<file path="src/rtl/rxr_pkg.sv">
package rxr_pkg;

    localparam int IDX_W     = 4;
    localparam int STAT_W    = 64;
    localparam int IRQ_W     = 32;
    localparam int LEN_W     = 16;
    localparam int PTR_LSB   = 8;
    localparam int THR_BIT   = 0;
    localparam int UFLOW_BIT = 6;
    localparam int ERR_LSB   = 16;
    localparam int ERR_N     = 6;
    localparam int VALID_BIT = 31;
    localparam int CRC_BYTES = 4;
    localparam int MIN_LEN   = 60;
    localparam int MAX_LEN   = 1518;
    localparam int N_CNT     = 5;

    typedef enum logic [1:0] {
        VD_GOOD   = 2'd0,
        VD_BADLEN = 2'd1,
        VD_DROP   = 2'd2,
        VD_ERR    = 2'd3
    } verdict_e;

    typedef enum logic [1:0] {
        W_IDLE,
        W_FETCH,
        W_CHECK,
        W_DONE
    } wstate_e;

    typedef struct packed {
        verdict_e          kind;
        logic [LEN_W-1:0]  len;
    } verdict_t;

    // Order of the counter slots inside the counter bank
    localparam int C_PKT  = 0;
    localparam int C_BYTE = 1;
    localparam int C_ERR  = 2;
    localparam int C_LEN  = 3;
    localparam int C_DROP = 4;

    function automatic verdict_t classify(input logic [STAT_W-1:0] st,
                                          input logic spare);
        verdict_t v;
        v.len = st[LEN_W-1:0] - LEN_W'(CRC_BYTES);
        if (!st[VALID_BIT] || (|st[ERR_LSB +: ERR_N]))
            v.kind = VD_ERR;
        else if (v.len < LEN_W'(MIN_LEN) || v.len > LEN_W'(MAX_LEN))
            v.kind = VD_BADLEN;
        else if (!spare)
            v.kind = VD_DROP;
        else
            v.kind = VD_GOOD;
        return v;
    endfunction

endpackage

</file>
<file path="src/rtl/rxr_sat_cnt.sv">
module rxr_sat_cnt #(
    parameter int W  = 32,
    parameter int AW = 16
) (
    input  logic          clk,
    input  logic          rst,
    input  logic          en,
    input  logic [AW-1:0] amt,
    output logic [W-1:0]  q
);
    localparam int SW = ((W > AW) ? W : AW) + 1;
    localparam logic [SW-1:0] TOP = SW'({W{1'b1}});

    logic [SW-1:0] sum;

    always_comb sum = SW'(q) + SW'(amt);

    always_ff @(posedge clk) begin
        if (rst)
            q <= '0;
        else if (en)
            q <= (sum > TOP) ? {W{1'b1}} : sum[W-1:0];
    end

    // the count never moves backwards
    a_r12_no_wrap: assert property (@(posedge clk) disable iff (rst)
        q >= $past(q));
endmodule

</file>
<file path="src/rtl/rxr_walker.sv">
module rxr_walker
    import rxr_pkg::*;
(
    input  logic             clk,
    input  logic             rst,
    input  logic             irq_valid,
    input  logic [IRQ_W-1:0] int_status,
    output logic             fetch,
    output logic             check,
    output logic [IDX_W-1:0] idx,
    output logic             ack,
    output logic             int_en,
    output logic             rcv_en
);
    wstate_e          st;
    logic [IDX_W-1:0] tgt;
    logic [IDX_W-1:0] hw_ptr;
    logic [IDX_W-1:0] eff_ptr;
    logic             start;
    logic [IDX_W-1:0] idx_nx;

    always_comb begin
        hw_ptr  = int_status[PTR_LSB +: IDX_W];
        eff_ptr = int_status[UFLOW_BIT] ? hw_ptr - 1'b1 : hw_ptr;
        start   = (st == W_IDLE) && irq_valid && int_status[THR_BIT];
        idx_nx  = idx + 1'b1;
    end

    always_ff @(posedge clk) begin
        if (rst) begin
            st     <= W_IDLE;
            idx    <= '0;
            tgt    <= '0;
            int_en <= 1'b1;
            rcv_en <= 1'b1;
        end else begin
            case (st)
                W_IDLE: if (start) begin
                    int_en <= 1'b0;
                    tgt    <= eff_ptr;
                    if (int_status[UFLOW_BIT]) rcv_en <= 1'b0;
                    st     <= (idx == eff_ptr) ? W_DONE : W_FETCH;
                end
                W_FETCH: st <= W_CHECK;
                W_CHECK: begin
                    idx <= idx_nx;
                    st  <= (idx_nx == tgt) ? W_DONE : W_FETCH;
                end
                default: begin
                    int_en <= 1'b1;
                    rcv_en <= 1'b1;
                    st     <= W_IDLE;
                end
            endcase
        end
    end

    always_comb begin
        fetch = (st == W_FETCH);
        check = (st == W_CHECK);
        ack   = (st == W_DONE);
    end

    // interrupt enable stays masked while slots are being fetched
    a_r11_masked_in_walk: assert property (@(posedge clk) disable iff (rst)
        fetch |-> !int_en);
    // the acknowledge re-arms both enables
    a_r11_ack_rearms: assert property (@(posedge clk) disable iff (rst)
        ack |=> (int_en && rcv_en));
    // consecutive checks step the index by one
    a_r3_step_one: assert property (@(posedge clk) disable iff (rst)
        (check && !ack) |=> (idx == $past(idx) + 1'b1));
endmodule

</file>
<file path="src/rtl/rxring_retire.sv">
module rxring_retire
    import rxr_pkg::*;
#(
    parameter int CNT_W = 32
) (
    input  logic                clk,
    input  logic                rst,
    input  logic                irq_valid,
    input  logic [IRQ_W-1:0]    int_status,
    input  logic                spare_ok,
    output logic                rd_en,
    output logic [IDX_W-1:0]    rd_idx,
    input  logic [STAT_W-1:0]   rd_data,
    output logic                clr_en,
    output logic [IDX_W-1:0]    clr_idx,
    output logic                vd_valid,
    output logic [IDX_W-1:0]    vd_idx,
    output logic [1:0]          vd_kind,
    output logic [LEN_W-1:0]    vd_len,
    output logic [CNT_W-1:0]    pkt_cnt,
    output logic [CNT_W-1:0]    byte_cnt,
    output logic [CNT_W-1:0]    err_cnt,
    output logic [CNT_W-1:0]    lenerr_cnt,
    output logic [CNT_W-1:0]    drop_cnt,
    output logic                thr_ack,
    output logic                rx_int_en,
    output logic                rx_en
);
    logic             fetch, check;
    logic [IDX_W-1:0] idx;
    verdict_t         vd;

    logic [N_CNT-1:0] cnt_en;
    logic [LEN_W-1:0] cnt_amt [N_CNT];
    logic [CNT_W-1:0] cnt_q   [N_CNT];

    rxr_walker walker_i (
        .clk       (clk),
        .rst       (rst),
        .irq_valid (irq_valid),
        .int_status(int_status),
        .fetch     (fetch),
        .check     (check),
        .idx       (idx),
        .ack       (thr_ack),
        .int_en    (rx_int_en),
        .rcv_en    (rx_en)
    );

    always_comb begin
        vd       = classify(rd_data, spare_ok);
        rd_en    = fetch;
        rd_idx   = idx;
        vd_valid = check;
        vd_idx   = idx;
        vd_kind  = vd.kind;
        vd_len   = vd.len;
        clr_en   = check;
        clr_idx  = idx;

        cnt_en[C_PKT]   = check && (vd.kind == VD_GOOD);
        cnt_en[C_BYTE]  = check && (vd.kind == VD_GOOD);
        cnt_en[C_ERR]   = check && ((vd.kind == VD_ERR) || (vd.kind == VD_BADLEN));
        cnt_en[C_LEN]   = check && (vd.kind == VD_BADLEN);
        cnt_en[C_DROP]  = check && (vd.kind == VD_DROP);
        cnt_amt[C_PKT]  = LEN_W'(1);
        cnt_amt[C_BYTE] = vd.len;
        cnt_amt[C_ERR]  = LEN_W'(1);
        cnt_amt[C_LEN]  = LEN_W'(1);
        cnt_amt[C_DROP] = LEN_W'(1);
    end

    for (genvar g = 0; g < N_CNT; g++) begin : g_cnt
        rxr_sat_cnt #(.W(CNT_W), .AW(LEN_W)) cnt_i (
            .clk(clk),
            .rst(rst),
            .en (cnt_en[g]),
            .amt(cnt_amt[g]),
            .q  (cnt_q[g])
        );
    end

    always_comb begin
        pkt_cnt    = cnt_q[C_PKT];
        byte_cnt   = cnt_q[C_BYTE];
        err_cnt    = cnt_q[C_ERR];
        lenerr_cnt = cnt_q[C_LEN];
        drop_cnt   = cnt_q[C_DROP];
    end

    // a read request is answered by a verdict for the same slot next cycle
    a_r4_fetch_verdict: assert property (@(posedge clk) disable iff (rst)
        rd_en |=> (vd_valid && vd_idx == $past(rd_idx)));
    // a good verdict always carries a length inside the window
    a_r6_good_window: assert property (@(posedge clk) disable iff (rst)
        (vd_valid && vd_kind == VD_GOOD) |->
            (vd_len >= LEN_W'(MIN_LEN) && vd_len <= LEN_W'(MAX_LEN)));
    // bytes only accumulate together with a good packet
    a_r9_bytes_with_pkt: assert property (@(posedge clk) disable iff (rst)
        (byte_cnt != $past(byte_cnt)) |-> (pkt_cnt != $past(pkt_cnt)));
    // a length error is always also counted as an error
    a_r6_lenerr_with_err: assert property (@(posedge clk) disable iff (rst)
        (lenerr_cnt != $past(lenerr_cnt)) |->
            (err_cnt != $past(err_cnt) || err_cnt == {CNT_W{1'b1}}));
endmodule

</file>
<file path="config.mk">
export PLATFORM = sky130hd
export DESIGN_NAME = rxring_retire
export DESIGN_NICKNAME = d
export VERILOG_FILES = /design/src/rtl/rxr_pkg.sv /design/src/rtl/rxr_sat_cnt.sv /design/src/rtl/rxr_walker.sv /design/src/rtl/rxring_retire.sv
export SDC_FILE = /design/constraint.sdc
export NUM_CORES = 1
export LEC_CHECK = 0
export ABC_CLOCK_PERIOD_IN_PS = 7250
export BUFFER_PORTS_ARGS = -buffer_cell sky130_fd_sc_hd__buf_2
export CORE_ASPECT_RATIO = 1.4
export CORE_UTILIZATION = 50
export DETAILED_ROUTE_END_ITERATION = 8
export PLACE_DENSITY = 0.76
export SYNTH_ARGS = -nofsm -noshare
export SYNTH_HDL_FRONTEND = slang
export SYNTH_SLANG_ARGS = --single-unit
</file>
<file path="constraint.sdc">
create_clock -name clk -period 7.25 [get_ports clk]
set_input_delay 1.0875 -clock clk [delete_from_list [all_inputs] [get_ports clk]]
set_output_delay 1.0875 -clock clk [all_outputs]
set_load 0.02 [all_outputs]
</file>
==> impl_results.md, run 1 <==
- Status: finished, final reports clean
- Synth Register Bits: 172
- CTS Buffer Depth: 2
- Tmin final: 5.10 ns
- DRT antenna net count: 0
- Largest cells by area after synthesis: dfxtp_1 30%, nor2_1 5.2%, nor3_1 4.4%
- Area grow syn2layout: 15.0%
- TritonCTS Buffers: 17
- Crit Path Category: in -> reg
- Most frequent cells after synthesis: 172 x dfxtp_1, 160 x nor2_1, 100 x nor3_1
- Overflow after GRT: 0
- # DRC: 0
- Filler instances: 2083
- Asr flop ratio synth: 0
- Slew at the pin closest to its max-slew limit: 1.13 ns
- GRT Total Usage: 0.295
- # hold bufs at CTS: 0
- 1st-pass router iterations: 6
- Hpwl dp: 24.9 mm
- Vias in the first global route: 11300
- Vias per std cell: 6.40
- Leak: 4.76 nW
- WL/cell: 17.9 um
- RSZ-0062 raised after global routing: false
- Die extent in x: 130 um
- Netlist cell types: 80
- Top-count cell post-synth: dfxtp_1
- Slew HR: 0.238
- Largest net degree at the start of global routing: 105
- Cell Rows: 65
- Layout cells sized above 1: 0.188
- Skew final: 0.0109 ns
- Initial core utilization: 0.510
- Final Max Tran Viols: 0
- Clk_lat worst skew: 0.44 ns
- Syn_nets: 1614
- Crit path DAT: 5.43 ns
- Synth Area in XOR/XNOR: 0.0480
- Avg Cell Area, Syn: 7.76 um2
- Slowest cell on the critical path: nor2_2
- Mapped Area: 11500 um2
- Fin. Hold Viols: 0
- NumNets Final: 1767
- CTS tree: done
- DR vias: 12500
- Final wirelength: 34.9 mm
- Synth Area in Compound Gates: 0.238
- Most used DFF post-synth: dfxtp_1
- Worst min path class: reg -> reg
- Hold WS: 0.455 ns
- Clk slew on worst S/H paths: 0.07 ns
- CP max stage delay: 0.68 ns
- Root buffer cell: clkbuf_16
- Synthesized instance count: 1481
- CP Launch Type: input pin
- Sinks on Clock Net: 172
- Worst reg2reg setup slack: 3.18 ns
- First-pass GRT wire length: 56.2 mm
- Initial DRC Count: 846
- F_max: 196 MHz
- Die area: 23600 um2
- Initial antenna violation count: 2
- Final TNS setup: 0 ns
- Die H: 181 um
- Adder-cell area share of the yosys netlist: 0.0366
- Seq/Total Area, Yosys: 0.300
- Proportion of synthesized area in mux cells: 0.00621
- Gpl congestion: 0.939
- Largest family of logic cells by synthesized area: simple AND/OR/NAND/NOR gates
- Syn. warnings: 0
- Final period utilization: 0.703
- Top Ports: 296
- H-Tree Level Count: 4
- Critical Path Sink Type: flip-flop
- Crit-path cells: buf_2, or4_4, or3_4, nor2_1, nand2_1, xnor2_1, ha_1, and2_1, a221o_1, a311oi_1, nor3_1, buf_4, nor2_2, a31oi_1, o21a_1
- Core area: 22500 um2
- Yosys top cell by area: dfxtp_1
- CP max FO: 19
- Final setup violation count: 0
- Peak supply drop: 0.171 mV
- Number of flops mapped to enable cells by yosys: 0
- # resized after CTS: 0
- Pwr/cell area: 152 nW/um2
- Yosys top cell area share: 0.300
- Setup Fix Bufs, Post-CTS: 0
- # Max-Cap Violations: 0
- Number of port buffers: 228
- Synth Area in Simple Gates: 0.315
- Critical path required time: 7.58 ns
## power by group
| group | switching (mW) | total, mW | internal (mW) |
|---|---|---|---|
| logic | 0.0956 | 0.143 | 0.0477 |
| clock network | 0.424 | 0.912 | 0.488 |
| registers | 0.00669 | 0.957 | 0.950 |
| total | 0.526 | 2.01 | 1.49 |
## state kept, by name, summed over array words and instances (netlist names)
register	flops
walker_i.rcv_en	1
walker_i.st	2
walker_i.tgt	4
walker_i.idx	4
walker_i.int_en	1
g_cnt.cnt_i.q	160
## final timing paths
path / startpoint / endpoint / cells after the start
worst min register to register: walker_i.rcv_en / walker_i.rcv_en / 2
worst min-delay path: walker_i.rcv_en / walker_i.rcv_en / 2
worst max register to register: g_cnt[1].cnt_i.q[0] / g_cnt[1].cnt_i.q[21] / 11
worst max-delay path: rd_data[5] / g_cnt[1].cnt_i.q[21] / 15
## layout by cell type, fill, tap and decap left out, types with 8 or more instances in the layout
cell / Yosys / final
nand4b_1: 8 / 8
a311oi_1: 48 / 48
nor2_1: 160 / 160
xnor2_1: 34 / 34
o21ai_0: 48 / 48
or4_1: 10 / 10
ha_1: 32 / 32
o22ai_1: 10 / 10
a21o_1: 11 / 11
a31oi_1: 38 / 38
o31ai_1: 8 / 8
nand3_1: 70 / 70
a211oi_1: 42 / 42
and2_1: 15 / 15
nor3_1: 100 / 99
nor4b_1: 8 / 8
and3_1: 45 / 45
xor2_1: 29 / 29
buf_2: 11 / 227
inv_1: 43 / 43
buf_4: 11 / 11
and4_1: 16 / 16
a21oi_1: 78 / 78
a41oi_1: 23 / 23
nor4_1: 34 / 33
nand2_1: 80 / 80
dfxtp_1: 172 / 172
nand4_1: 71 / 71
clkbuf_16: 0 / 17
or3_1: 15 / 15
## critical path: cells and delay by family
family	cells	cell delay (ns)
buffers and inverters	2	0.35
AND/OR/NAND/NOR	7	2.27
XOR/XNOR	1	0.28
AO/OA/AOI/OAI	4	1.12
adder cells (fa/ha/maj)	1	0.33
## metrics by stage
| step | cells | util | instance area (um2) | worst slack, ns | power [mW] |
|---|---|---|---|---|---|
| after CTS | 1948 | 0.587 | 13200 | 2.20 | 2.03 |
| after detailed placement | 1916 | 0.561 | 12600 | 1.75 | 1.12 |
| final | 1949 | 0.587 | 13200 | 2.15 | 2.01 |
| after floorplan | 1481 | - | 11500 | 2.16 | 1.08 |
| after global placement | 1916 | 0.561 | 12600 | 1.81 | 1.12 |
| after global routing | 1949 | 0.587 | 13200 | 1.87 | 2.08 |
## final cells by class
| class | count | area (um2) | area share |
|---|---|---|---|
| Inverter | 44 | 165 | 0.0125 |
| Clock inverter | 14 | 140 | 0.0106 |
| Timing Repair Buffer | 239 | 1230 | 0.0930 |
| Clock buffer | 18 | 439 | 0.0332 |
| Tap cell | 301 | 377 | 0.0285 |
| Multi-Input combinational cell | 1160 | 7420 | 0.562 |
| Sequential cell | 172 | 3440 | 0.260 |
| Antenna cell | 1 | 2.50 | 0.000189 |
## cell families (layout without fill, tap and decap cells)
logic type                 count (synthesis)  after routing
adders and majority gates                 33             33
muxes                                      7              7
other                                      0              1
DFF                                      172            172
buffers and inverters                    149            315
AOI/OAI and AO/OA                        379            379
and+or+nand+nor                          678            678
xor gates and xnor gates                  63             63
## layer usage
metal	wire length (um)	vias to the layer above	GRT usage
met1	14100	5867	0.346
li1	-	6009	-
met2	17000	489	0.497
met5	0	-	0
met3	2480	105	0.0613
met4	1350	0	0.155
Note: power is estimated with default switching activity, not from simulation.
==> run 2, diff against run 1 <==
--- a/config.mk
+++ b/config.mk
@@ -5,12 +5,12 @@
 export SDC_FILE = /design/constraint.sdc
 export NUM_CORES = 1
 export LEC_CHECK = 0
-export ABC_CLOCK_PERIOD_IN_PS = 7250
+export ABC_CLOCK_PERIOD_IN_PS = 4550
 export BUFFER_PORTS_ARGS = -buffer_cell sky130_fd_sc_hd__buf_2
 export CORE_ASPECT_RATIO = 1.4
-export CORE_UTILIZATION = 50
+export CORE_UTILIZATION = 49
 export DETAILED_ROUTE_END_ITERATION = 8
-export PLACE_DENSITY = 0.76
+export PLACE_DENSITY = 0.78
 export SYNTH_ARGS = -nofsm -noshare
 export SYNTH_HDL_FRONTEND = slang
 export SYNTH_SLANG_ARGS = --single-unit
==> constraint.sdc (replaced) <==
create_clock -name clk -period 4.55 [get_ports clk]
set_input_delay 0.6825 -clock clk [delete_from_list [all_inputs] [get_ports clk]]
set_output_delay 0.6825 -clock clk [all_outputs]
set_load 0.02 [all_outputs]
==> impl_results.md, run 2 (synthesis gave the netlist of run 1 again) <==
- Tmin final: 4.20 ns
- Root buffer cell: clkbuf_16 (unchanged)
- Critical path required time: 3.87 ns (was 7.58 ns)
- Slowest cell on the critical path: or4b_1 (was nor2_2)
- Slew at the pin closest to its max-slew limit: 0.904 ns (was 1.13 ns)
- Vias per std cell: 6.36 (was 6.40)
- Max reg flops: 160 (unchanged)
- Hpwl dp: 25.6 mm (was 24.9 mm)
- Final setup violation count: 0 (unchanged)
- 1st-pass router iterations: 5 (was 6)
- Gpl congestion: 0.962 (was 0.939)
- Cell family with the largest share of critical-path delay: simple AND/OR/NAND/NOR gates (unchanged)
- CP max FO: 9 (was 19)
- Overflow after GRT: 0 (unchanged)
- Tot Pwr: 3.23 mW (was 2.01 mW)
- # Max-Cap Violations: 0 (unchanged)
- GRT Total Usage: 0.289 (was 0.295)
- Vias in the first global route: 11400 (was 11300)
- GR met2 Demand/Resource: 0.495 (was 0.497)
- F_max: 238 MHz
- H-Tree Level Count: 4 (unchanged)
- Initial core utilization: 0.505 (was 0.510)
- # resized after CTS: 0 (unchanged)
- Clk_lat worst skew: 0.44 ns (about the same)
- Most common cell after layout, fill and taps aside: buf_2 (unchanged)
- Pwr/cell area: 239 nW/um2 (was 152 nW/um2)
- Core area: 22800 um2 (was 22500 um2)
- Grt met1 use: 0.348 (was 0.346)
- CP max stage delay: 0.54 ns (was 0.68 ns)
- TritonCTS Buffers: 17 (unchanged)
- Met3 Track Usage GR: 0.0503 (was 0.0613)
- Commonest non-fill, non-tap cells in the layout: 227 x buf_2, 172 x dfxtp_1, 160 x nor2_1 (unchanged)
- Crit-path cells: buf_2, inv_1, ha_1, or4b_1, or3_1, a221o_1, nor3_2, nor3_1, a21o_1, buf_2 (was buf_2, or4_4, or3_4, nor2_1, nand2_1, xnor2_1, ha_1, and2_1, a221o_1, a311oi_1, nor3_1, buf_4, nor2_2, a31oi_1, o21a_1)
- Final wirelength: 35.7 mm (was 34.9 mm)
- Final period utilization: 0.923
- Die extent in x: 131 um (was 130 um)
- Worst Path Buf+Inv: 3 (was 2)
- Critical Path Sink Type: output pin (was flip-flop)
- Top cell by count, worst path: buf_2
- NumNets Final: 1797 (was 1767)
- DRT antenna net count: 0 (unchanged)
- First-pass GRT wire length: 57.4 mm (was 56.2 mm)
- RSZ-0062 raised after global routing: false (unchanged)
- DP Cell Count: 1946 (was 1916)
- CTS tree: done (unchanged)
- Largest net degree at the start of global routing: 109 (was 105)
- Largest regs: g_cnt.cnt_i.q (160), walker_i.idx (4), walker_i.tgt (4) (unchanged)
- Final cell count without fillers: 1977 (was 1949)
- Die area: 24100 um2 (was 23600 um2)
- Diode count: 0 (was 1)
- Area of the multi-input gates: 7440 um2 (was 7420 um2)
- Leak: 4.93 nW (was 4.76 nW)
- Filler instances: 2123 (was 2083)
- Sinks on Clock Net: 172 (unchanged)
- Top Ports: 296 (unchanged)
- Crit Path Category: in -> out (was in -> reg)
- Register with the most flip-flops: g_cnt.cnt_i.q (unchanged)
- Cell Rows: 65 (unchanged)
- DR vias: 12600 (was 12500)
- Initial antenna violation count: 0 (was 2)
- WL/cell: 18.0 um (was 17.9 um)
- Layout cells sized above 1: 0.203 (was 0.188)
- Initial DRC Count: 1118 (was 846)
- Crit path DAT: 3.52 ns (was 5.43 ns)
- # hold bufs at CTS: 0 (unchanged)
- FF+latch area: 3440 um2 (unchanged)
- Slew HR: 0.397 (was 0.238)
- Die H: 183 um (was 181 um)
- Status: finished, final reports clean (unchanged)
- Skew final: 0.00984 ns (was 0.0109 ns)
- # DRC: 0 (unchanged)
- Clk slew on worst S/H paths: 0.07 ns (about the same)
- Peak supply drop: 0.259 mV (was 0.171 mV)
- Number of port buffers: 228 (unchanged)
- Final Max Tran Viols: 0 (unchanged)
- Setup Fix Bufs, Post-CTS: 0 (unchanged)
- Fin util: 0.592 (was 0.587)
- Final TNS setup: 0 ns (unchanged)
- Busiest grt layer: met2 (unchanged)
- Worst min path class: reg -> reg (unchanged)
- Area grow syn2layout: 17.4% (was 15.0%)
- CTS Buffer Depth: 2 (unchanged)
- Fin. Hold Viols: 0 (unchanged)
- CP Launch Type: input pin (unchanged)
## run 2: path summary, 6_finish.rpt
check / from / end / slack [ns] / depth (start not counted)
max: rd_data[2] / vd_kind[1] / 0.35 / 10
min: walker_i.rcv_en / walker_i.rcv_en / 0.48 / 2
max reg2reg: g_cnt[4].cnt_i.q[0] / g_cnt[4].cnt_i.q[20] / 0.72 / 9
min reg2reg: walker_i.rcv_en / walker_i.rcv_en / 0.48 / 2
## run 2: per-layer routing
metal | wire, um | part of all wire
met3 | 2260 | 0.063
met5 | 0 | 0
met4 | 1320 | 0.037
met2 | 17300 | 0.48
met1 | 14800 | 0.41
## run 2: area by class of cell
type,count,share of cell area
multi-input cells,1160,0.551
clock buffers,18,0.0326
well taps,301,0.0279
repair buffers,269,0.110
inverters,44,0.0122
flip-flops and latches,172,0.255
clock inverters,13,0.0108
## run 2: report_power, final
group	switching (mW)	total (mW)	internal (mW)
registers	0.0108	1.52	1.51
logic	0.155	0.237	0.0818
clock network	0.646	1.47	0.823
## run 2: through the flow
step / hold WS, ns / area (um2) / setup slack [ns]
4_1_cts: 0.472 / 13500 / 0.369
6_report: 0.478 / 13500 / 0.352
3_3_place_gp: 0.454 / 12900 / 0.183
3_5_place_dp: 0.454 / 12900 / 0.00760
2_1_floorplan: 0.487 / 11500 / 0.0430
5_1_grt: 0.502 / 13500 / 0.144
## run 2: worst min-delay path, cell delays in order, from the launching register on
cell and delay [ns]:
dfxtp_1 0.33, nand2_1 0.06, nand2_1 0.05
==> run 3, diff against run 2 <==
--- a/config.mk
+++ b/config.mk
@@ -6,11 +6,12 @@
 export NUM_CORES = 1
 export LEC_CHECK = 0
 export ABC_CLOCK_PERIOD_IN_PS = 4550
-export BUFFER_PORTS_ARGS = -buffer_cell sky130_fd_sc_hd__buf_2
 export CORE_ASPECT_RATIO = 1.4
-export CORE_UTILIZATION = 49
+export CORE_UTILIZATION = 50
 export DETAILED_ROUTE_END_ITERATION = 8
-export PLACE_DENSITY = 0.78
+export DONT_BUFFER_PORTS = 1
+export PLACE_DENSITY = 0.68
+export SETUP_SLACK_MARGIN = 0.1
 export SYNTH_ARGS = -nofsm -noshare
 export SYNTH_HDL_FRONTEND = slang
 export SYNTH_SLANG_ARGS = --single-unit
==> impl_results.md, run 3 (synthesis gave the netlist of run 1 again) <==
- Status: finished, final reports clean (unchanged)
- Final period utilization: 0.898 (was 0.923)
- Tmin final: 4.08 ns (was 4.20 ns)
- # DRC: 0 (unchanged)
- Final Max Tran Viols: 0 (unchanged)
- Hpwl dp: 24.9 mm (was 25.6 mm)
- Die area: 23600 um2 (was 24100 um2)
- # hold bufs at CTS: 0 (unchanged)
- Worst r2r dst: g_cnt[3].cnt_i.q[7] (was g_cnt[4].cnt_i.q[20])
- Overflow after GRT: 0 (unchanged)
- Skew final: 0.0120 ns (was 0.00984 ns)
- Cell Rows: 65 (unchanged)
- Cells on Worst Hold Path: 1 (was 2)
- Crit Path Category: in -> reg (was in -> out)
- Critical Path Sink Type: flip-flop (was output pin)
- # Max-Cap Violations: 0 (unchanged)
- Core area: 22500 um2 (was 22800 um2)
- Reg2reg path depth: 9 (unchanged)
- WHS Endpoint: g_cnt[3].cnt_i.q[29] (was walker_i.rcv_en)
- Clock power frac: 0.448 (was 0.455)
- GRT Total Usage: 0.294 (was 0.289)
- Initial core utilization: 0.510 (was 0.505)
- DRT antenna net count: 0 (unchanged)
- Max reg flops: 160 (unchanged)
- Routed met3 length: 2.68 mm (was 2.26 mm)
- Sequential power share: 0.496 (was 0.472)
- Root buffer cell: clkbuf_16 (unchanged)
- 1st-pass router iterations: 5 (unchanged)
- Top Ports: 296 (unchanged)
- Largest regs: g_cnt.cnt_i.q (160), walker_i.idx (4), walker_i.tgt (4) (unchanged)
- Slew HR: 0.337 (was 0.397)
- Slew at the pin closest to its max-slew limit: 0.994 ns (was 0.904 ns)
- Worst reg2reg setup slack: 0.85 ns (was 0.72 ns)
- Die extent in x: 130 um (was 131 um)
- Commonest non-fill, non-tap cells in the layout: 172 x dfxtp_1, 160 x nor2_1, 99 x nor3_1 (was 227 x buf_2, 172 x dfxtp_1, 160 x nor2_1)
- Register with the most flip-flops: g_cnt.cnt_i.q (unchanged)
- H-Tree Level Count: 4 (unchanged)
- Filler instances: 2185 (was 2123)
- Comb pwr share: 0.055 (was 0.073)
- CTS Buffer Depth: 2 (unchanged)
- Sinks on Clock Net: 172 (unchanged)
- First-pass GRT wire length: 55.6 mm (was 57.4 mm)
- Area grow syn2layout: 8.29% (was 17.4%)
- Sw frac: 0.260 (was 0.251)
- Initial antenna violation count: 0 (unchanged)
- CP Launch Type: input pin (unchanged)
- Die H: 181 um (was 183 um)
- Initial DRC Count: 852 (was 1118)
- Final TNS setup: 0 ns (unchanged)
- Leak: 3.82 nW (was 4.93 nW)
- DR top layer: met4 (unchanged)
- Vias per std cell: 6.60 (was 6.36)
- Worst min path class: in -> reg (was reg -> reg)
- RSZ-0062 raised after global routing: false (unchanged)
- Internal power: 2.28 mW (was 2.42 mW)
- Hold Path Origin: rst (was walker_i.rcv_en)
- Post-Place Setup Slack: 0.0221 ns (was 0.00760 ns)
- Clk slew on worst S/H paths: 0.07 ns (about the same)
- TritonCTS Buffers: 17 (unchanged)
- F_max: 245 MHz (was 238 MHz)
- Peak supply drop: 0.266 mV (was 0.259 mV)
- # resized after CTS: 0 (unchanged)
- CP max FO: 19 (was 9)
- Final wirelength: 34.9 mm (was 35.7 mm)
- Setup Fix Bufs, Post-CTS: 0 (unchanged)
- WL/cell: 19.7 um (was 18.0 um)
- Switch Pwr: 0.802 mW (was 0.812 mW)
- DR vias: 11700 (was 12600)
- Reg2reg start: g_cnt[3].cnt_i.q[20] (was g_cnt[4].cnt_i.q[0])
- Gpl congestion: 0.934 (was 0.962)
- Layout cells sized above 1: 0.0932 (was 0.203)
- WL met2: 16.9 mm (was 17.3 mm)
- Fin. Hold Viols: 0 (unchanged)
- Final setup violation count: 0 (unchanged)
- Most common cell after layout, fill and taps aside: dfxtp_1 (was buf_2)
- NumNets Final: 1590 (was 1797)
- Final setup margin: 0.466 ns (was 0.352 ns)
- Crit path DAT: 4.42 ns (was 3.52 ns)
- Largest net degree at the start of global routing: 170 (was 109)
- Diode count: 0 (unchanged)
- Pwr/cell area: 248 nW/um2 (was 239 nW/um2)
- CTS tree: done (unchanged)
- Vias in the first global route: 10700 (was 11400)
- Number of port buffers: 0 (was 228)
- Met1 WL: 14.2 mm (was 14.8 mm)
- Critical path required time: 4.89 ns (was 3.87 ns)
- Clk_lat worst skew: 0.45 ns (was 0.44 ns)
-- run 3: power groups by stage --
stage | clock network [mW] | registers [mW] | logic, mW
floorplan | 0 | 1.56 | 0.165
global placement | 0 | 1.57 | 0.167
detailed placement | 0 | 1.57 | 0.171
CTS | 1.41 | 1.53 | 0.171
global route | 1.47 | 1.53 | 0.192
finish | 1.38 | 1.53 | 0.171
-- run 3: layout make-up --
cell class                      instances  area (um2)  share of cell area
Multi-Input combinational cell       1160        7450               0.599
Sequential cell                       172        3440               0.277
Clock inverter                         15         115             0.00925
Timing Repair Buffer                   62         465              0.0374
Tap cell                              301         377              0.0303
Clock buffer                           17         425              0.0342
Inverter                               44         165              0.0133
-- run 3: metrics by stage --
step / power (mW) / instances / hold slack (ns) / instance area [um2] / util
after floorplan: 1.73 / 1481 / 0.487 / 11500 / -
after global placement: 1.73 / 1739 / 0.498 / 11900 / 0.528
after detailed placement: 1.74 / 1739 / 0.504 / 11900 / 0.528
after CTS: 3.11 / 1771 / 0.285 / 12400 / 0.552
after global routing: 3.19 / 1771 / 0.293 / 12400 / 0.552
final: 3.09 / 1771 / 0.303 / 12400 / 0.552
-- run 3: worst max path at each step --
stage,start,endpoint,slack [ns],cells past startpoint
2_1_floorplan,rd_data[5],g_cnt[1].cnt_i.q[26],0.12,14
3_3_place_gp,rd_data[7],g_cnt[1].cnt_i.q[21],0.07,13
3_5_place_dp,rd_data[7],g_cnt[1].cnt_i.q[21],0.02,13
4_1_cts,rd_data[7],g_cnt[1].cnt_i.q[21],0.47,13
5_1_grt,rd_data[7],g_cnt[1].cnt_i.q[21],0.15,14
6_report,rd_data[7],g_cnt[1].cnt_i.q[21],0.47,13
-- run 3: worst max-delay path, cell delays in order --
cell and delay (ns):
or4_4 0.55, or3_4 0.38, nor2_1 0.19, nand2_1 0.16
xnor2_2 0.21, ha_1 0.27, and2_1 0.17, a221o_1 0.33
a311oi_1 0.33, nor3_1 0.14, nor2_2 0.69, a31oi_1 0.18
o21a_1 0.14
-- run 3: per-layer routing --
metal	track usage	vias up
met2	0.497	445
met4	0.128	0
met3	0.0737	78
met1	0.346	5510
met5	0	-
li1	-	5651
